File: config.mk
export PLATFORM = sky130hd
export DESIGN_NAME = ext_irq_unit
export DESIGN_NICKNAME = d
export VERILOG_FILES = /design/src/rtl/ext_irq_pkg.sv /design/src/rtl/ext_irq_sync.sv /design/src/rtl/ext_irq_trig.sv /design/src/rtl/ext_irq_arb.sv /design/src/rtl/ext_irq_unit.sv
export SDC_FILE = /design/constraint.sdc
export NUM_CORES = 1
export LEC_CHECK = 0
export CORE_UTILIZATION = 37
export DETAILED_ROUTE_END_ITERATION = 7
export GPL_TIMING_DRIVEN = 1
export PLACE_DENSITY = 0.85
export REMOVE_ABC_BUFFERS = 1
export SLEW_MARGIN = 25
export SYNTH_ARGS = -nofsm -noshare
export SYNTH_HDL_FRONTEND = slang
export SYNTH_HIERARCHICAL = 1
export SYNTH_SLANG_ARGS = --single-unit
File: constraint.sdc
create_clock -name clk -period 2.1 [get_ports clk]
set_input_delay 0.42 -clock clk [delete_from_list [all_inputs] [get_ports clk]]
set_output_delay 0.42 -clock clk [all_outputs]
set_load 0.005 [all_outputs]
File: src/rtl/ext_irq_pkg.sv
package ext_irq_pkg;

  typedef enum logic [1:0] {
    TRIG_LOW  = 2'b00,
    TRIG_ANY  = 2'b01,
    TRIG_FALL = 2'b10,
    TRIG_RISE = 2'b11
  } trig_mode_e;

endpackage

File: src/rtl/ext_irq_sync.sv
// Synchronizer chain plus one history flop for edge detection.
module ext_irq_sync #(
  parameter int STAGES = 2
) (
  input  logic clk,
  input  logic rst,
  input  logic d_i,
  output logic lvl_o,
  output logic lvl_prev_o
);

  logic [STAGES:0] sh_q;

  always_ff @(posedge clk) begin
    if (rst) sh_q <= '0;
    else     sh_q <= {sh_q[STAGES-1:0], d_i};
  end

  assign lvl_o      = sh_q[STAGES-1];
  assign lvl_prev_o = sh_q[STAGES];

endmodule

File: src/rtl/ext_irq_trig.sv
// Trigger decode and sticky flag for one pin.
module ext_irq_trig
  import ext_irq_pkg::*;
(
  input  logic       clk,
  input  logic       rst,
  input  logic [1:0] mode_i,
  input  logic       lvl_i,
  input  logic       lvl_prev_i,
  input  logic       clr_i,
  output logic       flag_o,
  output logic       src_next_o
);

  trig_mode_e mode;
  logic       fire;
  logic       flag_q;
  logic       flag_d;

  assign mode = trig_mode_e'(mode_i);

  always_comb begin
    case (mode)
      TRIG_ANY:  fire = lvl_i ^ lvl_prev_i;
      TRIG_FALL: fire = lvl_prev_i & ~lvl_i;
      TRIG_RISE: fire = ~lvl_prev_i & lvl_i;
      default:   fire = 1'b0;
    endcase
  end

  // a new trigger beats a clear in the same cycle
  always_comb begin
    if (mode == TRIG_LOW) flag_d = 1'b0;
    else                  flag_d = fire | (flag_q & ~clr_i);
  end

  always_ff @(posedge clk) begin
    if (rst) flag_q <= 1'b0;
    else     flag_q <= flag_d;
  end

  assign flag_o     = flag_q;
  assign src_next_o = (mode == TRIG_LOW) ? ~lvl_i : flag_d;

  a_r4_level_flag_zero: assert property (@(posedge clk) disable iff (rst)
    (mode_i == 2'b00) |=> !flag_q);

  a_r9_trigger_wins: assert property (@(posedge clk) disable iff (rst)
    (fire && mode_i != 2'b00) |=> flag_q);

  a_r5_clear_takes: assert property (@(posedge clk) disable iff (rst)
    (clr_i && !fire) |=> !flag_q);

endmodule

File: src/rtl/ext_irq_arb.sv
// Fixed-priority pick with a request held until acknowledged.
module ext_irq_arb #(
  parameter int NPINS    = 2,
  parameter int VEC_W    = 3,
  parameter int VEC_BASE = 1
) (
  input  logic             clk,
  input  logic             rst,
  input  logic [NPINS-1:0] pend_i,
  input  logic             ack_i,
  output logic             req_o,
  output logic [VEC_W-1:0] vec_o,
  output logic [NPINS-1:0] ack_clr_o
);

  logic             req_q;
  logic [VEC_W-1:0] vec_q;
  logic [VEC_W-1:0] pick;
  logic             open_slot;

  // lowest index wins: loop downward, last hit stays
  always_comb begin
    pick = '0;
    for (int i = NPINS - 1; i >= 0; i--) begin
      if (pend_i[i]) pick = VEC_W'(i + VEC_BASE);
    end
  end

  assign open_slot = !req_q || ack_i;

  always_ff @(posedge clk) begin
    if (rst) begin
      req_q <= 1'b0;
      vec_q <= '0;
    end else if (open_slot) begin
      req_q <= |pend_i;
      vec_q <= pick;
    end
  end

  generate
    for (genvar g = 0; g < NPINS; g++) begin : g_clr
      assign ack_clr_o[g] = ack_i && req_q && (vec_q == VEC_W'(g + VEC_BASE));
    end
  endgenerate

  assign req_o = req_q;
  assign vec_o = vec_q;

  a_r8_hold_until_ack: assert property (@(posedge clk) disable iff (rst)
    (req_q && !ack_i) |=> (req_q && $stable(vec_q)));

  a_r7_pin0_first: assert property (@(posedge clk) disable iff (rst)
    (open_slot && pend_i[0]) |=> (req_q && vec_q == VEC_W'(VEC_BASE)));

  a_r7_vec_in_range: assert property (@(posedge clk) disable iff (rst)
    req_q |-> (vec_q >= VEC_W'(VEC_BASE) && vec_q < VEC_W'(VEC_BASE + NPINS)));

endmodule

File: src/rtl/ext_irq_unit.sv
module ext_irq_unit #(
  parameter int NPINS       = 2,
  parameter int DW          = 8,
  parameter int SYNC_STAGES = 2,
  parameter int VEC_BASE    = 1,
  parameter int VEC_W       = 3
) (
  input  logic               clk,
  input  logic               rst,
  input  logic [NPINS-1:0]   pin_i,
  input  logic [2*NPINS-1:0] mode_i,
  input  logic [NPINS-1:0]   pin_en_i,
  input  logic               gie_i,
  input  logic               reg_wr_i,
  input  logic [DW-1:0]      reg_wdata_i,
  output logic [DW-1:0]      reg_rdata_o,
  output logic               irq_req_o,
  output logic [VEC_W-1:0]   irq_vec_o,
  input  logic               irq_ack_i
);

  localparam int FLAG_LSB = DW - NPINS;

  logic [NPINS-1:0] lvl;
  logic [NPINS-1:0] lvl_prev;
  logic [NPINS-1:0] flag;
  logic [NPINS-1:0] src_next;
  logic [NPINS-1:0] clr;
  logic [NPINS-1:0] ack_clr;
  logic [NPINS-1:0] pend;
  logic             wdata_unused;

  assign wdata_unused = ^reg_wdata_i[FLAG_LSB-1:0];

  generate
    for (genvar g = 0; g < NPINS; g++) begin : g_pin
      ext_irq_sync #(.STAGES(SYNC_STAGES)) u_sync (
        .clk        (clk),
        .rst        (rst),
        .d_i        (pin_i[g]),
        .lvl_o      (lvl[g]),
        .lvl_prev_o (lvl_prev[g])
      );

      assign clr[g] = (reg_wr_i && reg_wdata_i[FLAG_LSB + g]) || ack_clr[g];

      ext_irq_trig u_trig (
        .clk        (clk),
        .rst        (rst),
        .mode_i     (mode_i[2*g +: 2]),
        .lvl_i      (lvl[g]),
        .lvl_prev_i (lvl_prev[g]),
        .clr_i      (clr[g]),
        .flag_o     (flag[g]),
        .src_next_o (src_next[g])
      );

      assign pend[g] = gie_i && pin_en_i[g] && src_next[g];
    end
  endgenerate

  ext_irq_arb #(
    .NPINS    (NPINS),
    .VEC_W    (VEC_W),
    .VEC_BASE (VEC_BASE)
  ) u_arb (
    .clk       (clk),
    .rst       (rst),
    .pend_i    (pend),
    .ack_i     (irq_ack_i),
    .req_o     (irq_req_o),
    .vec_o     (irq_vec_o),
    .ack_clr_o (ack_clr)
  );

  assign reg_rdata_o = {flag, {FLAG_LSB{1'b0}}};

  a_r6_gated_rise: assert property (@(posedge clk) disable iff (rst)
    $rose(irq_req_o) |-> $past(gie_i && (|pin_en_i)));

endmodule

Word-level counts from Yosys, hierarchy flattened
Index checks and enable logic that the tools add are counted.
{ "totals": {"out_inout_bits": 12, "wordCells": 54, "reg_bits": 12, "in_bits": 21} }
{ "op_classes": {"reduce_logical": 16, "bitwise_logic": 16, "n_eq_ne": 8, "muxes": 8} }
{ "ops": {"columns": ["operator", "n"], "rows": [
  ["logical AND 1 bit", 9],
  ["== test 2 bit, second input constant", 4],
  ["bitwise AND 1 bit", 6],
  ["inverter 1 bit", 6],
  ["one-hot mux 1 bit (3 select lines)", 2],
  ["== test 2 x 1 -> 1 bit, second input constant", 2],
  ["zero test 2 bit", 2],
  ["2-to-1 mux 1 bit", 4],
  ["2-to-1 mux 2 bit", 2],
  ["== test 3 x 1 -> 1 bit, second input constant", 1],
  ["== test 3 x 2 -> 1 bit, second input constant", 1],
  ["logical OR 1 bit", 3],
  ["OR 1 bit", 2],
  ["OR reduction 2 bit", 1],
  ["bitwise XOR 1 bit", 2],
  ["zero test 1 bit", 1]
]} }

Longest topological paths before layout
Gate-level depths: netlist of the first run.
{ "logic_depth": {"depth_word": 11, "mapped_depth": 9} }

Modules after synthesis
Netlist of the first run, hierarchy kept.
{ "by_module_without_submodules": {"columns": ["mod", "seq_area_each_um2", "area_per_inst_um2", "cells_each", "instances"], "rows": [
  ["ext_irq_trig", 20.0, 113.9, 13, 2],
  ["ext_irq_sync", 60.1, 78.8, 6, 2],
  ["ext_irq_arb", 60.1, 156.4, 16, 1],
  ["ext_irq_unit", 0.0, 76.3, 11, 1]
]} }

Worst setup path after synthesis of the first run
No wires, ideal clock.
{ "synth_path": {"path_kind": "register -> register", "startpoint": "reg g_pin[1].u_sync.sh_q[1]", "endpoint": "reg u_arb.vec_q[1] (netlist: u_arb/vec_o[1])", "stages_incl_launch_ff": 10, "arrival_ps": 1452, "slack_ps": 534, "cell_sequence": "dfxtp_1 -> inv_1 -> ha_1 -> mux2_1 -> nand2_1 -> a32oi_1 -> and3_1 -> nor2b_1 -> mux2i_1 -> nor2_1"} }
{ "synth_via": {"elab_chain_cells": 9} }
{ "synth_rtl": {"columns": ["item", "line_no", "text"], "rows": [
  ["from (decl)", "ext_irq_sync.sv:12", "logic [STAGES:0] sh_q;"],
  ["from (signal assigned)", "ext_irq_sync.sv:16", "else sh_q <= {sh_q[STAGES-1:0], d_i};"],
  ["inverter 1 bit", "ext_irq_trig.sv:25, ext_irq_trig.sv:43", null],
  ["bitwise AND 1 bit", "ext_irq_trig.sv:25", "TRIG_FALL: fire = lvl_prev_i & ~lvl_i;"],
  ["one-hot mux 1 bit (3 select lines)", "ext_irq_trig.sv:23", "case (mode)"],
  ["OR 1 bit", "ext_irq_trig.sv:34", "else flag_d = fire | (flag_q & ~clr_i);"],
  ["2-to-1 mux 1 bit", "ext_irq_trig.sv:33", "if (mode == TRIG_LOW) flag_d = 1'b0;"],
  ["2-to-1 mux 1 bit (*)", "ext_irq_trig.sv:43", "assign src_next_o = (mode == TRIG_LOW) ? ~lvl_i : flag_d;"],
  ["net src_next[1]", "ext_irq_unit.sv:27", "logic [NPINS-1:0] src_next;"],
  ["logical AND 1 bit (*)", "ext_irq_unit.sv:58", "assign pend[g] = gie_i && pin_en_i[g] && src_next[g];"],
  ["net pend[1]", "ext_irq_unit.sv:30", "logic [NPINS-1:0] pend;"],
  ["2-to-1 mux 2 bit (*) (2 in series)", "ext_irq_arb.sv:25", "if (pend_i[i]) pick = VEC_W'(i + VEC_BASE);"],
  ["to (signal assigned)", "ext_irq_arb.sv:37", "vec_q <= pick;"],
  ["to (decl)", "ext_irq_arb.sv:17", "logic [VEC_W-1:0] vec_q;"]
]} }
Mark *: on every way through the listed nets, which the timed path passes. The rest lies on a longest branch.
A chain may end at the register's enable or synchronous reset.

Worst setup path after layout of the first run
{ "layout_path": {"startpoint": "in irq_ack_i", "endpoint": "reg u_arb.vec_q[1] (netlist: u_arb/vec_o[1])"} }
{ "layout_via": {"elab_chain_cells": 11} }
{ "layout_rtl": {"columns": ["item", "line_no", "text"], "rows": [
  ["from (decl)", "ext_irq_unit.sv:19", "input logic irq_ack_i"],
  ["logical AND 1 bit (2 in series)", "ext_irq_arb.sv:43", "assign ack_clr_o[g] = ack_i && req_q && (vec_q == VEC_W'(g + VEC_BASE));"],
  ["net ack_clr[1]", "ext_irq_unit.sv:29", "logic [NPINS-1:0] ack_clr;"],
  ["logical OR 1 bit", "ext_irq_unit.sv:45", "assign clr[g] = (reg_wr_i && reg_wdata_i[FLAG_LSB + g]) || ack_clr[g];"],
  ["net clr[1]", "ext_irq_unit.sv:28", "logic [NPINS-1:0] clr;"],
  ["inverter 1 bit", "ext_irq_trig.sv:34", null],
  ["bitwise AND 1 bit", "ext_irq_trig.sv:34", null],
  ["OR 1 bit", "ext_irq_trig.sv:34", null],
  ["2-to-1 mux 1 bit", "ext_irq_trig.sv:33", null],
  ["2-to-1 mux 1 bit", "ext_irq_trig.sv:43", null],
  ["net src_next[1]", "ext_irq_unit.sv:27", null],
  ["logical AND 1 bit", "ext_irq_unit.sv:58", null],
  ["net pend[1]", "ext_irq_unit.sv:30", null],
  ["2-to-1 mux 2 bit (2 in series)", "ext_irq_arb.sv:25", null]
]} }
The timed path passes the listed nets, and every way through them passes these cells.

==> flow_summary_export.csv, run 1 <==
group,metric,value,unit
drt,route.detailed.vias_per_inst,4.70,
logic_synthesis,post_synth_inst_count,65,
logic_synthesis,yosysUniqueCellTypes,19,
logic_synthesis,syn_area,618,um2
timing,final.period_utilization,88.4,%
floorplan,die_area,0.00184,mm2
placed_design,dpl.cell_count,98,
floorplan,start_util,40.1,%
grt,grt_use_total,14.2,%
clock_tree,post-cts-setup-buffer-count,0,
job,maxCapViolCount,0,
drt,wl_per_cell,10.3,um
finish,multiInputGateArea,349,um2
worst_setup_path,critical-path-max-stage-delay,0.48,ns
finish,num-nets-final,112,
power,power_density,542,mW/mm2
worst_setup_path,critical_path.startpoint_type,"input port",
worst_setup_path,cp.buffers_inverters,1,
floorplan,die_x,42.9,um
grt,via_count_of_the_first_global_routing_pass,510,
placed_design,dp.final_hpwl,812,um
power,total_power,0.445,mW
grt,grt_pass1_wl,1.95,mm
timing,final_period_minus_worst_setup_slack,1.86,ns
clock_tree,cts_hold_repair.buffers,0,
clock_tree,path_clk_slew,0.07,ns
timing,fin_worst_skew,0.000217,ns
timing,finalSetupTns,0,ns
clock_tree,cts_resized,0,
worst_hold_path,hp-class,"flop to flop",
power,ir_worst_vdd,0.348,mV
drt,post-route-drc-count,0,
floorplan,core-area,0.00154,mm2
timing,hold_violations,0,
floorplan,core.rowCount,14,
clock_tree,cts-buffers-inserted,3,
drt,num_vias,479,
finish,syn_to_final_growth,32.8,%
clock_tree,clock_sink_count,11,
grt,grt.met2_usage,25.5,%
worst_setup_path,crit_type,"input port to flop",
worst_setup_path,worstPathCellList,"clkdlybuf4s50_1 -> nand2_1 -> nor3b_2 -> a21o_1 -> nand2b_1 -> a32oi_1 -> and3_1 -> nor2b_1 -> mux2i_1 -> nor2_1",
drt,detail_route.iter0.violations,1,
timing,timing.final.setup_violations,0,
finish,insertedDiodeCount,0,
placed_design,port-buffer-count,19,
outcome,outcome,"finished clean",
finish,fillers,154,
grt,top_usage_layer,"met2",
clock_tree,clk_latency,0.26,ns
worst_setup_path,worst_setup_path_end_kind,"flop",
timing,hold_ws,0.443,ns
logic_synthesis,synth_seq_area_share,35.6,%
grt,largest_net_degree_at_the_start_of_global_routing,12,
timing,grt_setup_unrepaired,"false",
worst_setup_path,crit_required,2.24,ns
clock_tree,cts.root.buffer_cell,"sky130_fd_sc_hd__clkbuf_4",
worst_setup_path,crit_path_top_delay_cell,"sky130_fd_sc_hd__clkdlybuf4s50_1",
grt,grt_remaining_overflow,0,
timing,clock.fmax,538,MHz
grt,globalRouteMet3Util,3.83,%
logic_synthesis,syn_area_per_cell,9.51,um2
timing,drv_slew,0,
worst_setup_path,critical_path_arrival,2.00,ns
finish,drive_above_1_share,9.30,%
finish,area.sequential,220,um2
clock_tree,cts-htree-levels,1,
worst_setup_path,crit_fanout,2,
placed_design,gp_routability_congestion,0.699,
floorplan,floorplan.io_pins,33,
power,leakage_power,0.354,nW
clock_tree,max-clock-path-buffers,2,
grt,number_of_antenna_violations_at_the_first_check_in_global_routing,0,
worst_setup_path,worst_path_dominant_cell_family,"simple AND/OR/NAND/NOR gates",
logic_synthesis,yosys_register_bits,11,
logic_synthesis,synthesis.yosys.warnings,6,
drt,finalWirelength,1.05,mm
clock_tree,cts_tree,"built",
drt,ant_nets,0,
floorplan,fp.dieH,42.9,um
grt,global_route.usage.met1,14.1,%
drt,drt_first_pass_iters,2,
finish,final_std_cells_w_o_fill,102,
-- stage by stage --
step           util [%]  setup slack (ns)  area, um2
2_1_floorplan         -             0.534        584
3_3_place_gp       51.5           0.00165        795
3_5_place_dp       51.5           -0.0148        795
4_1_cts            53.2             0.248        821
5_1_grt            53.2             0.109        821
6_report           53.2             0.243        821
-- per-layer routing --
metal	vias up	share of wire (%)
met5	-	0
met4	0	0.86
met3	2	5.8
met2	19	48
met1	211	45
li1	247	-
-- synthesized netlist by cell type, drive strengths merged --
| library cell | count | area (um2) |
|---|---|---|
| conb | 2 | 7.51 |
| nor2b | 7 | 43.8 |
| a211oi | 2 | 25.0 |
| buf | 7 | 52.6 |
| nor2 | 5 | 18.8 |
| a32oi | 2 | 17.5 |
| ha | 4 | 50.1 |
| dfxtp | 11 | 220 |
| a21o | 4 | 30.0 |
| and3 | 2 | 12.5 |
| mux2i | 2 | 20.0 |
| inv | 4 | 15.0 |
| nand2 | 3 | 11.3 |
| mux2 | 2 | 22.5 |
| nand2b | 3 | 26.3 |
| a21oi | 1 | 5.00 |
| nor3b | 2 | 25.0 |
| o21a | 2 | 15.0 |
-- area by class of cell --
| cell class | count | share of cell area, % |
|---|---|---|
| timing repair buffer | 19 | 23.2 |
| inverter | 4 | 1.83 |
| sequential | 11 | 26.8 |
| tap | 16 | 2.44 |
| clock buffer | 4 | 3.20 |
| multi-input combinational | 48 | 42.5 |
-- power breakdown --
part	switching [mW]	internal [mW]	total (mW)	leakage, nW
Combinational	0.0290	0.0499	0.0788	0.249
Clock	0.0696	0.0734	0.143	0.0150
Sequential	0.00589	0.217	0.223	0.0901
Total	0.104	0.341	0.445	0.354
-- state kept, by name (all words and copies together), names as in the netlist --
| register | count |
|---|---|
| g_pin.u_trig/flag_o | 2 |
| g_pin.u_sync/sh_q | 6 |
| u_arb/vec_o | 2 |
| u_arb/req_o | 1 |
-- final timing paths --
| check | cells after the start | end | startpoint | slack [ns] |
|---|---|---|---|---|
| hold / removal | 1 | g_pin[1].u_sync/sh_q[1] | g_pin[1].u_sync/sh_q[0] | 0.44 |
| setup / recovery | 10 | u_arb/vec_o[1] | irq_ack_i | 0.24 |
| setup reg to reg | 9 | u_arb/vec_o[1] | g_pin[1].u_sync/sh_q[1] | 0.38 |
| hold reg to reg | 1 | g_pin[1].u_sync/sh_q[1] | g_pin[1].u_sync/sh_q[0] | 0.44 |
-- layout by cell type (no fill, tap or decap) --
cell,Yosys,layout
sky130_fd_sc_hd__inv_1,4,4
sky130_fd_sc_hd__nand2b_1,2,2
sky130_fd_sc_hd__conb_1,2,7
sky130_fd_sc_hd__a211oi_2,2,2
sky130_fd_sc_hd__nor3b_2,2,2
sky130_fd_sc_hd__nor2_1,5,5
sky130_fd_sc_hd__clkdlybuf4s50_1,0,19
sky130_fd_sc_hd__clkbuf_1,0,1
sky130_fd_sc_hd__mux2_1,2,2
sky130_fd_sc_hd__nor2b_1,7,7
sky130_fd_sc_hd__clkbuf_4,0,3
sky130_fd_sc_hd__and3_1,2,2
sky130_fd_sc_hd__o21a_1,2,2
sky130_fd_sc_hd__ha_1,4,4
sky130_fd_sc_hd__dfxtp_1,11,11
sky130_fd_sc_hd__nand2b_4,1,1
sky130_fd_sc_hd__a32oi_1,2,2
sky130_fd_sc_hd__mux2i_1,2,2
sky130_fd_sc_hd__a21oi_1,1,1
sky130_fd_sc_hd__nand2_1,3,3
sky130_fd_sc_hd__a21o_1,4,4
-- kinds of logic after synthesis --
group                      synth area share [%]
AOI/OAI and AO/OA                          15.0
adders and majority gates                  8.10
buffers and inverters                      10.9
DFF                                        35.6
muxes                                      6.88
other                                      1.22
and+or+nand+nor                            22.3
Note: power is estimated with default switching activity, not from simulation.
==> run 2: changes to the inputs <==
GPL_TIMING_DRIVEN = 0   (was 1)
==> run 2 against run 1 <==
Clock power barely moved. Count of clock-buffer cells in the layout fell by 1. Combinational power barely moved. Total power barely moved.
==> flow_summary_export.csv, run 2 (synthesis gave the netlist of run 1 again) <==
group,metric,value,unit
timing,hold_ws,0.436,ns
worst_setup_path,critical_path.startpoint_type,"input port",
worst_setup_path,critical_path_arrival,1.99,ns
drt,ant_nets,0,
clock_tree,path_clk_slew,0.07,ns
worst_hold_path,hp-class,"flop to flop",
finish,num-nets-final,112,
clock_tree,clock_sink_count,11,
clock_tree,cts_resized,0,
worst_setup_path,worst_setup_path_end_kind,"flop",
timing,finalSetupTns,0,ns
worst_setup_path,worst_path_dominant_cell_family,"simple AND/OR/NAND/NOR gates",
drt,drt_first_pass_iters,4,
finish,largest_reg_by_ff_count,"g_pin.u_sync/sh_q",
worst_setup_path,crit_required,2.25,ns
floorplan,core.rowCount,14,
drt,num_vias,485,
clock_tree,clk_latency,0.27,ns
outcome,outcome,"finished clean",
grt,via_count_of_the_first_global_routing_pass,475,
clock_tree,cts-htree-levels,1,
finish,final_std_cells_w_o_fill,102,
grt,grt_pass1_wl,1.95,mm
timing,grt_setup_unrepaired,"false",
finish,syn_to_final_growth,33.0,%
timing,timing.final.setup_violations,0,
finish,largest_register_ffs,6,
grt,grt_use_total,14.5,%
finish,drive_above_1_share,10.5,%
finish,mostFrequentLayoutCells,"19 x sky130_fd_sc_hd__clkdlybuf4s50_1, 11 x sky130_fd_sc_hd__dfxtp_1, 7 x sky130_fd_sc_hd__conb_1, 7 x sky130_fd_sc_hd__nor2b_1, 5 x sky130_fd_sc_hd__nor2_1",
floorplan,core-area,0.00154,mm2
placed_design,port-buffer-count,19,
floorplan,fp.dieH,42.9,um
power,leakage_power,0.356,nW
timing,fin_worst_skew,0.000535,ns
floorplan,die_area,0.00184,mm2
timing,final.period_utilization,87.6,%
floorplan,die_x,42.9,um
timing,hold_violations,0,
floorplan,start_util,40.1,%
drt,route.detailed.vias_per_inst,4.75,
worst_setup_path,crit_path_top_delay_cell,"sky130_fd_sc_hd__clkdlybuf4s50_1",
power,total_power,0.445,mW
clock_tree,cts_hold_repair.buffers,0,
finish,insertedDiodeCount,0,
finish,mostFrequentLayoutCell,"sky130_fd_sc_hd__clkdlybuf4s50_1",
worst_setup_path,cp.buffers_inverters,1,
grt,largest_net_degree_at_the_start_of_global_routing,12,
clock_tree,max-clock-path-buffers,2,
worst_setup_path,crit_fanout,2,
drt,finalWirelength,1.02,mm
power,ir_worst_vdd,0.330,mV
timing,drv_slew,0,
clock_tree,cts.root.buffer_cell,"sky130_fd_sc_hd__clkbuf_4",
clock_tree,post-cts-setup-buffer-count,0,
job,maxCapViolCount,0,
placed_design,dp.final_hpwl,831,um
drt,post-route-drc-count,0,
drt,detail_route.iter0.violations,3,
grt,grt_remaining_overflow,0,
drt,wl_per_cell,10.0,um
clock_tree,cts-buffers-inserted,3,
placed_design,gp_routability_congestion,0.698,
worst_setup_path,critical-path-max-stage-delay,0.48,ns
worst_setup_path,worstPathCellList,"clkdlybuf4s50_1 -> nand2_1 -> nor3b_2 -> a21o_1 -> nand2b_1 -> a32oi_1 -> and3_1 -> nor2b_1 -> mux2i_1 -> nor2_1",
placed_design,dpl.cell_count,98,
floorplan,floorplan.io_pins,33,
timing,final_period_minus_worst_setup_slack,1.84,ns
grt,number_of_antenna_violations_at_the_first_check_in_global_routing,0,
power,power_density,541,mW/mm2
worst_setup_path,crit_type,"input port to flop",
timing,clock.fmax,543,MHz
clock_tree,cts_tree,"built",
run 2: cell count changes in the layout (fill, tap and decap cells not counted):
cell                       change
sky130_fd_sc_hd__clkinv_2      +1
sky130_fd_sc_hd__clkbuf_1      -1
run 2: per-layer routing:
layer | GRT usage, % | share of wire (%) | up-vias
li1 | - | - | 243
met1 | 16.2 | 44 | 220
met2 | 22.7 | 48 | 22
met3 | 8.09 | 8.0 | 0
met4 | 5.63 | 0 | 0
met5 | 0 | 0 | -
run 2: final timing paths:
kind	to	cells after the start	slack (ns)	startpoint
max	u_arb/vec_o[1]	10	0.26	irq_ack_i
max reg2reg	u_arb/vec_o[1]	9	0.37	g_pin[1].u_sync/sh_q[1]
min reg2reg	g_pin[0].u_sync/sh_q[1]	1	0.44	g_pin[0].u_sync/sh_q[0]
min	g_pin[0].u_sync/sh_q[1]	1	0.44	g_pin[0].u_sync/sh_q[0]
run 2: worst register-to-register path, stage by stage (launching register included):
cell                      delay (ns)
sky130_fd_sc_hd__dfxtp_1        0.38
sky130_fd_sc_hd__inv_1          0.06
sky130_fd_sc_hd__ha_1           0.18
sky130_fd_sc_hd__mux2_1         0.28
sky130_fd_sc_hd__nand2_1        0.10
sky130_fd_sc_hd__a32oi_1        0.10
sky130_fd_sc_hd__and3_1         0.20
sky130_fd_sc_hd__nor2b_1        0.13
sky130_fd_sc_hd__mux2i_1        0.13
sky130_fd_sc_hd__nor2_1         0.05
run 2: power breakdown:
part	internal (mW)	switching [mW]	total, mW
registers	0.217	0.00585	0.223
clock network	0.0705	0.0724	0.143
logic	0.0498	0.0290	0.0788
run 2: per-stage QoR:
| stage | setup slack, ns | area [um2] | utilization [%] |
|---|---|---|---|
| 4_1_cts | 0.271 | 822 | 53.3 |
| 3_5_place_dp | -0.00750 | 795 | 51.5 |
| 2_1_floorplan | 0.534 | 584 | - |
| 3_3_place_gp | 0.00359 | 795 | 51.5 |
| 6_report | 0.259 | 822 | 53.3 |
| 5_1_grt | 0.108 | 822 | 53.3 |
run 2: cell type report:
cell class / instances / area (um2)
Multi-Input combinational cell: 48 / 349
Inverter: 4 / 15.0
Clock buffer: 3 / 22.5
Tap cell: 16 / 20.0
Sequential cell: 11 / 220
Fill cell: 158 / 719
Timing Repair Buffer: 19 / 190
Clock inverter: 1 / 5.00
==> run 3: changes to the inputs <==
CORE_ASPECT_RATIO = 0.9   (was default)
PLACE_DENSITY = 0.87   (was 0.85)
==> run 3 against run 2 <==
Sequential cell count did not move. Final cell count rose by 5.9%. Via count fell by 0.82%. Global-route usage rose by 0.52 points. Total power barely moved. Fmax fell by 3.4%. Critical path depth did not move. Hold slack improved by 0.015 ns. Clock skew rose by 0.0012 ns. Count of clock-buffer cells in the layout did not move. Wire length rose by 3.4%. Register-to-register slack got worse by 0.02 ns. Critical endpoint unchanged. Highest routed layer unchanged.
==> flow_summary_export.csv, run 3 (synthesis gave the netlist of run 1 again) <==
group,metric,value,unit
outcome,outcome,"finished clean",
power,power_switching,0.108,mW
worst_setup_path,critical_path_arrival,2.05,ns
worst_setup_path,crit_type,"input port to flop",
timing,hold_violations,0,
clock_tree,cts-buffers-inserted,3,
worst_setup_path,cp.buffers_inverters,1,
grt,grt_remaining_overflow,0,
finish,insertedDiodeCount,0,
worst_hold_path,origin_of_the_worst_min_delay_path,"g_pin[0].u_sync/sh_q[0]",
grt,number_of_antenna_violations_at_the_first_check_in_global_routing,0,
finish,num-nets-final,112,
floorplan,floorplan.io_pins,33,
clock_tree,cts.root.buffer_cell,"sky130_fd_sc_hd__clkbuf_4",
grt,grt_use_total,15.0,%
grt,grt_pass1_wl,1.86,mm
worst_setup_path,critical-path-max-stage-delay,0.48,ns
floorplan,core-area,0.00150,mm2
finish,syn_to_final_growth,34.2,%
worst_setup_path,worst-r2r-cell-count,9,
clock_tree,cts_hold_repair.buffers,0,
worst_setup_path,crit_path_top_delay_cell,"sky130_fd_sc_hd__clkdlybuf4s50_1",
floorplan,core.rowCount,13,
finish,final_std_cells_w_o_fill,108,
placed_design,placed_cell_area,802,um2
power,ir_worst_vdd,0.453,mV
timing,final_period_minus_worst_setup_slack,1.91,ns
finish,mostFrequentLayoutCells,"19 x sky130_fd_sc_hd__clkdlybuf4s50_1, 11 x sky130_fd_sc_hd__dfxtp_1, 7 x sky130_fd_sc_hd__conb_1, 7 x sky130_fd_sc_hd__nor2b_1, 5 x sky130_fd_sc_hd__nor2_1",
drt,detail_route.iter0.violations,6,
power,internal_power,0.337,mW
power,leakage_power,0.356,nW
clock_tree,max-clock-path-buffers,2,
grt,largest_net_degree_at_the_start_of_global_routing,12,
drt,ant_nets,0,
power,pwr-share-comb,17.8,%
timing,finalSetupTns,0,ns
worst_hold_path,hp-class,"flop to flop",
placed_design,gp_routability_congestion,0.690,
finish,largest_reg_by_ff_count,"g_pin.u_sync/sh_q",
placed_design,dpl.cell_count,104,
drt,wl_per_cell,9.81,um
drt,num_vias,481,
finish,largest_register_ffs,6,
placed_design,dp.final_hpwl,855,um
drt,drt_first_pass_iters,2,
clock_tree,clock_sink_count,11,
worst_setup_path,worstPathCellList,"clkdlybuf4s50_1 -> nand2_1 -> nor3b_2 -> a21o_1 -> nand2b_1 -> a32oi_1 -> and3_1 -> nor2b_1 -> mux2i_1 -> nor2_1",
power,switching_share,24.2,%
job,maxCapViolCount,0,
clock_tree,path_clk_slew,0.07,ns
floorplan,fp.dieH,40.8,um
worst_setup_path,worst_path_dominant_cell_family,"simple AND/OR/NAND/NOR gates",
floorplan,start_util,41.3,%
timing,hold_ws,0.451,ns
worst_hold_path,min_to,"g_pin[0].u_sync/sh_q[1]",
clock_tree,cts_resized,0,
floorplan,die_area,0.00184,mm2
power,share_clk_of_total_power,32.1,%
worst_setup_path,regToRegSetupSlack,0.35,ns
finish,utilization,55.4,%
power,power_density,536,mW/mm2
floorplan,die_x,45.1,um
clock_tree,post-cts-setup-buffer-count,0,
timing,drv_slew,0,
timing,fin_worst_skew,0.00169,ns
clock_tree,cts-htree-levels,1,
finish,final_area,830,um2
clock_tree,cts_tree,"built",
placed_design,port-buffer-count,19,
worst_setup_path,crit_fanout,2,
timing,final.period_utilization,90.7,%
drt,route.detailed.vias_per_inst,4.45,
finish,drive_above_1_share,10.5,%
timing,timing.final.setup_violations,0,
worst_setup_path,r2r_end,"u_arb/vec_o[1]",
timing,clock.fmax,525,MHz
grt,via_count_of_the_first_global_routing_pass,475,
worst_setup_path,crit_required,2.25,ns
drt,finalWirelength,1.06,mm
worst_setup_path,critical_path.startpoint_type,"input port",
clock_tree,clk_latency,0.27,ns
finish,mostFrequentLayoutCell,"sky130_fd_sc_hd__clkdlybuf4s50_1",
worst_setup_path,timing.rr.start,"g_pin[1].u_sync/sh_q[1]",
timing,grt_setup_unrepaired,"false",
worst_hold_path,min_path_cells,1,
power,seq_power_share,50.2,%
worst_setup_path,critical_path_depth,10,
worst_setup_path,worst_setup_path_end_kind,"flop",
drt,post-route-drc-count,0,
==> run 3: cell counts in the layout (fill, tap and decap cells not counted) <==
Identical to the previous run, type by type.
==> run 3: power groups by stage <==
stage | registers [mW] | clock network (mW) | logic, mW
final | 0.223 | 0.143 | 0.0790
after global routing | 0.224 | 0.164 | 0.0875
after CTS | 0.223 | 0.151 | 0.0790
after detailed placement | 0.228 | 0 | 0.0783
after global placement | 0.228 | 0 | 0.0764
after floorplan | 0.228 | 0 | 0.0336
==> run 3: through the flow <==
step / setup WS [ns] / power (mW)
final: 0.195 / 0.445
after detailed placement: -0.0741 / 0.307
after global routing: 0.116 / 0.476
after CTS: 0.197 / 0.453
after floorplan: 0.534 / 0.261
after global placement: -0.0242 / 0.304
==> run 3: area by class of cell <==
class | count | area (um2)
clock buffer | 3 | 22.5
fill | 140 | 667
clock inverter | 1 | 5.00
multi-input combinational | 48 | 349
inverter | 4 | 15.0
sequential | 11 | 220
timing repair buffer | 19 | 190
tap | 22 | 27.5
==> run 3: worst max path at each step <==
stage                                 start              to  slack (ns)
global placement                  irq_ack_i  u_arb/vec_o[1]       -0.02
floorplan           g_pin[1].u_sync/sh_q[1]  u_arb/vec_o[1]        0.53
CTS                               irq_ack_i  u_arb/vec_o[1]        0.20
global route                      irq_ack_i  u_arb/vec_o[1]        0.12
detailed placement                irq_ack_i  u_arb/vec_o[1]       -0.07
finish                            irq_ack_i  u_arb/vec_o[1]        0.19
==> run 3: layer usage <==
| layer | GRT usage (%) | vias to the layer above | wire length [um] |
|---|---|---|---|
| met5 | 0 | - | 0 |
| met4 | 2.27 | 0 | 0 |
| met3 | 8.37 | 0 | 83 |
| met2 | 28.6 | 19 | 519 |
| met1 | 14.7 | 215 | 455 |
| li1 | - | 247 | - |
